### config.mk
export PLATFORM = sky130hd
export DESIGN_NAME = wm_frame_seq
export DESIGN_NICKNAME = d
export VERILOG_FILES = /design/src/rtl/wm_frame_seq.sv
export SDC_FILE = /design/constraint.sdc
export NUM_CORES = 1
export LEC_CHECK = 0
export BUFFER_PORTS_ARGS = -buffer_cell sky130_fd_sc_hd__buf_2
export CAP_MARGIN = 10
export CORE_ASPECT_RATIO = 1.1
export CORE_UTILIZATION = 59
export CTS_BUF_LIST = sky130_fd_sc_hd__clkbuf_2
export CTS_CLUSTER_DIAMETER = 40
export CTS_CLUSTER_SIZE = 25
export DETAILED_ROUTE_END_ITERATION = 12
export GPL_TIMING_DRIVEN = 0
export PLACE_DENSITY = 0.92
export SYNTH_ARGS = -nofsm -noshare
export SYNTH_HDL_FRONTEND = slang
export SYNTH_SLANG_ARGS = --single-unit
### constraint.sdc
create_clock -name clk -period 2 [get_ports clk]
set_input_delay 0.1 -clock clk [delete_from_list [all_inputs] [get_ports clk]]
set_output_delay 0.1 -clock clk [all_outputs]
set_load 0.01 [all_outputs]
### src/rtl/wm_frame_seq.sv
module wm_frame_seq (
  input  logic       clk,
  input  logic       rst_n,
  input  logic       frame_start,
  input  logic [1:0] frame_type,
  input  logic [6:0] unit_done,
  output logic [6:0] unit_start,
  output logic [2:0] stage_sel,
  output logic       frame_end
);

  typedef enum logic [2:0] {
    ST_FWD = 3'd0, ST_INV = 3'd1, ST_MEP = 3'd2, ST_MEB = 3'd3,
    ST_QNT = 3'd4, ST_ZIG = 3'd5, ST_ENT = 3'd6, ST_END = 3'd7
  } stage_t;

  localparam logic [1:0] FT_P = 2'b01;
  localparam logic [1:0] FT_B = 2'b10;

  stage_t     state, nxt;
  logic       busy;
  logic [1:0] ftype;
  logic [6:0] start_q, pend, left;

  function automatic logic [6:0] units_of(input stage_t s);
    case (s)
      ST_FWD:  units_of = 7'b0000001;
      ST_INV:  units_of = 7'b0000010;
      ST_MEP:  units_of = 7'b0000100;
      ST_MEB:  units_of = 7'b0001010;
      ST_QNT:  units_of = 7'b0010000;
      ST_ZIG:  units_of = 7'b0100000;
      ST_ENT:  units_of = 7'b1000000;
      default: units_of = 7'b0000000;
    endcase
  endfunction

  assign left = pend & ~unit_done;

  always_comb begin
    case (state)
      ST_FWD:  nxt = ST_INV;
      ST_INV:  nxt = (ftype == FT_P) ? ST_MEP : (ftype == FT_B) ? ST_MEB : ST_QNT;
      ST_MEP:  nxt = ST_QNT;
      ST_MEB:  nxt = ST_QNT;
      ST_QNT:  nxt = ST_ZIG;
      ST_ZIG:  nxt = ST_ENT;
      ST_ENT:  nxt = ST_END;
      default: nxt = ST_FWD;
    endcase
  end

  always_ff @(posedge clk or negedge rst_n) begin
    if (!rst_n) begin
      state   <= ST_FWD;
      busy    <= 1'b0;
      ftype   <= 2'b00;
      start_q <= '0;
      pend    <= '0;
    end else begin
      start_q <= '0;
      if (state == ST_END) begin
        state <= ST_FWD;
        busy  <= 1'b0;
      end else if (!busy) begin
        if (frame_start) begin
          busy    <= 1'b1;
          ftype   <= frame_type;
          start_q <= units_of(ST_FWD);
          pend    <= units_of(ST_FWD);
        end
      end else if (left == '0) begin
        state   <= nxt;
        start_q <= units_of(nxt);
        pend    <= units_of(nxt);
      end else begin
        pend <= left;
      end
    end
  end

  assign unit_start = start_q;
  assign stage_sel  = state;
  assign frame_end  = (state == ST_END);

  AST_START_SINGLE: assert property (@(posedge clk) disable iff (!rst_n)
    (|unit_start) |=> (!$stable(stage_sel) || unit_start == '0));
  AST_HOLD_NO_DONE: assert property (@(posedge clk) disable iff (!rst_n)
    (busy && stage_sel != 3'd7 && unit_done == '0) |=> $stable(stage_sel));
  AST_QNT_TO_ZIG: assert property (@(posedge clk) disable iff (!rst_n)
    (stage_sel == 3'd4) |=> (stage_sel == 3'd4 || stage_sel == 3'd5));
  AST_I_NO_ME: assert property (@(posedge clk) disable iff (!rst_n)
    (stage_sel == 3'd2 || stage_sel == 3'd3) |-> (ftype == FT_P || ftype == FT_B));
  AST_B_WAITS: assert property (@(posedge clk) disable iff (!rst_n)
    (stage_sel == 3'd3 && pend[3] && !unit_done[3]) |=> stage_sel == 3'd3);
  AST_END_PULSE: assert property (@(posedge clk) disable iff (!rst_n)
    frame_end |=> (!frame_end && stage_sel == 3'd0));

endmodule

==> results.cfg <==
[flow_run]
maxCapViolations = 0

[pwr]
pwr-share-comb = 0.580
leakage_nw = 0.581
intPower_w = 0.00106
switching_share = 0.446
p_sw_w = 0.000853
pwr-share-clk = 0.087
total_power_w = 0.00191
ir_drop_mv = 0.927
p_per_area_nw_per_um2 = 1580
seqPwrFrac = 0.333

[setup_path]
crit_buf_inv = 2
crit_path_top_delay_cell = dfrtp_1
crit_arrival_ns = 1.74
cp_common_cell = inv_1
crit_family = simple AND/OR/NAND/NOR gates
reg2reg_to = pend[3]
path_max_fanout = 3
path_class = register to register
endpoint_kind = register
critical-path-max-stage-delay_ns = 0.36
r2r_slack_ns = 0.51
path_cells = inv_1 > ha_1 > inv_1 > nand4_1 > or2_2 > o21ai_1
reg2reg_from = ftype[0]
crit_cells = 6
cp.required_ns = 2.26
r2r_cells = 6
start_kind = register

[timing]
slew_headroom = 0.654
finClkSkew_ns = 0.00437
worst_slew_pin_slew_ns = 0.519
setup_violations = 0
max_freq_ghz = 0.673
finalSetupTns_ns = 0
hold_viol = 0
slew_viol_final = 0
finalCritPeriodShare = 0.743
worst_slack_ns = 0.515
rsz0062_at_grt = no
period_minus_slack_ns = 1.49

[floorplan]
start_util = 0.646
die_x_microns = 42.1
pin_count = 23
die_y_microns = 46.1
core_area_sq_um = 1610
rows = 15
die_area_sq_um = 1940

[routing]
drtIter0Drc = 25
drc_errors = 0
dr.pass1.iters = 6
vias_per_cell = 5.77
wire_per_inst_microns = 13.6
route.vias.total = 837
detail-route-antenna-nets = 0
wl_microns = 1980

[clock_network]
cts_tree = done
cts_setup_buffers = 0
cts_buffer_depth = 2
clock_latency_ns = 0.31
cts_sinks = 20
clock-root-buffer = clkbuf_2
cts_max_level = 1
path_clk_slew_ns = 0.19
cts_buffers = 3

[grt]
grt_pass1_wl_microns = 3410
overflow = 0
grt_pass1_vias = 796
grt_max_degree = 21
grtUsageTotal = 0.240
antenna_found_initial = 0

[synthesis]
synth_cell_types = 36
syn_area_per_cell_sq_um = 10.4
ys_warn_count = 0
ys_seq_area_frac = 0.480
syn-num-nets = 113
syn-cell-area_sq_um = 1040
ys_ff_latch = 20
postSynthCellCount = 100

[placed_design]
io_buffers = 22
gp_congestion = 0.855
place_ws_ns = 0.532
hpwl_microns = 1480

[worst_hold_path]
min_from = frame_type[1]
hold_depth = 2
hold_path.class = primary input to register
holdPathEnd = ftype[1]

[cells_and_area]
fin_util = 0.751
synthToLayoutAreaGrowth_pct = 16.3
diodes = 0
drive_gt1_frac = 0.336
final_nets = 142

[status]
outcome = finished clean
-- cell usage in the layout (no fill, tap or decap), types with 2 or more instances in the layout --
cell type and count:
a21oi_1 5, a31oi_1 3, buf_2 25, clkbuf_2 3, dfrtp_1 20, dlygate4sd3_1 2
inv_1 8, nand2_1 8, nand2b_1 4, nand2b_2 2, nor2_1 7, nor3_1 3
o2111ai_4 2, o21ai_0 8, o31a_1 2, o31ai_2 2, o41ai_1 2
-- power groups by stage --
stage          Sequential, W  Combinational, W  Clock, W
2_1_floorplan       0.000674          0.000813         0
3_3_place_gp        0.000640           0.00107         0
3_5_place_dp        0.000649           0.00110         0
4_1_cts             0.000639           0.00111  0.000168
5_1_grt             0.000655           0.00122  0.000179
6_report            0.000637           0.00111  0.000166
-- per-layer routing --
layer  GRT usage  wire length, microns  up-vias
met1       0.298                   867      392
li1            -                     -      412
met4       0.113                    14        0
met2       0.431                  1020       31
met3      0.0235                    82        2
met5           0                     0        -
-- cells in the mapped netlist --
| master | n | area, sq um |
|---|---|---|
| dfrtp_1 | 20 | 500 |
| inv_1 | 8 | 30.0 |
| nand2_1 | 8 | 30.0 |
| o21ai_0 | 8 | 40.0 |
| nor2_1 | 7 | 26.3 |
| a21oi_1 | 5 | 25.0 |
| nand2b_1 | 4 | 25.0 |
| a31oi_1 | 3 | 18.8 |
| buf_2 | 3 | 15.0 |
| nor3_1 | 3 | 15.0 |
| nand2b_2 | 2 | 17.5 |
| o2111ai_4 | 2 | 52.6 |
| o31a_1 | 2 | 17.5 |
| o31ai_2 | 2 | 25.0 |
| o41ai_1 | 2 | 17.5 |
| a211oi_1 | 1 | 7.51 |
| a211oi_2 | 1 | 12.5 |
| a21o_1 | 1 | 7.51 |
| a221o_1 | 1 | 10.0 |
| and3_1 | 1 | 6.26 |
| buf_4 | 1 | 7.51 |
| buf_6 | 1 | 11.3 |
| clkbuf_1 | 1 | 3.75 |
| ha_1 | 1 | 12.5 |
| mux2_2 | 1 | 11.3 |
| nand3_1 | 1 | 5.00 |
| nand4_1 | 1 | 6.26 |
| nor2_4 | 1 | 11.3 |
| nor2b_1 | 1 | 6.26 |
| nor4_1 | 1 | 6.26 |
| nor4_2 | 1 | 12.5 |
| nor4_4 | 1 | 21.3 |
| o21ai_1 | 1 | 5.00 |
| o31ai_1 | 1 | 7.51 |
| or2_2 | 1 | 6.26 |
| or2_4 | 1 | 8.76 |
-- registers in the layout, indices dropped and copies added (netlist names) --
signal      cells
busy            1
ftype           2
pend            7
stage_sel       3
unit_start      7
-- per-stage QoR --
| stage | cells | instance area [sq um] | hold WS (ns) |
|---|---|---|---|
| 6_report | 145 | 1210 | 0.0104 |
| 5_1_grt | 145 | 1210 | 0.00464 |
| 4_1_cts | 145 | 1210 | 0.0116 |
| 3_5_place_dp | 139 | 1170 | 0.0707 |
| 3_3_place_gp | 139 | 1170 | 0.0587 |
| 2_1_floorplan | 100 | 1040 | -0.196 |
-- what timing repair did --
item | in CTS | in global routing
gates resized for setup | 0 | 0
hold buffers | 2 | 0
endpoints found under the hold margin | 21 | 0
-- area by class of cell --
| type | instances | area [sq um] |
|---|---|---|
| plain buffers | 6 | 37.5 |
| fillers | 124 | 402 |
| flip-flops and latches | 20 | 500 |
| repair buffers | 24 | 130 |
| well taps | 17 | 21.3 |
| inverters | 8 | 30.0 |
| clock inverters | 1 | 3.75 |
| multi-input cells | 66 | 474 |
| clock buffers | 3 | 15.0 |
-- kinds of logic after synthesis --
family	count (synthesis)	share of synthesized area
DFF	20	0.480
and+or+nand+nor	34	0.196
muxes	1	0.0108
adders and majority gates	1	0.0120
buffers and inverters	14	0.0648
AOI/OAI and AO/OA	30	0.236
-- how the worst max path moves through the flow --
stage / slack (ns) / startpoint / endpoint
2_1_floorplan: 0.54 / stage_sel[0] / ftype[1]
3_3_place_gp: 0.55 / stage_sel[0] / ftype[1]
3_5_place_dp: 0.53 / stage_sel[0] / ftype[1]
4_1_cts: 0.50 / pend[5] / unit_start[4]
5_1_grt: 0.40 / stage_sel[0] / frame_end
6_report: 0.51 / ftype[0] / pend[3]
Note: power is estimated with default switching activity, not from simulation.
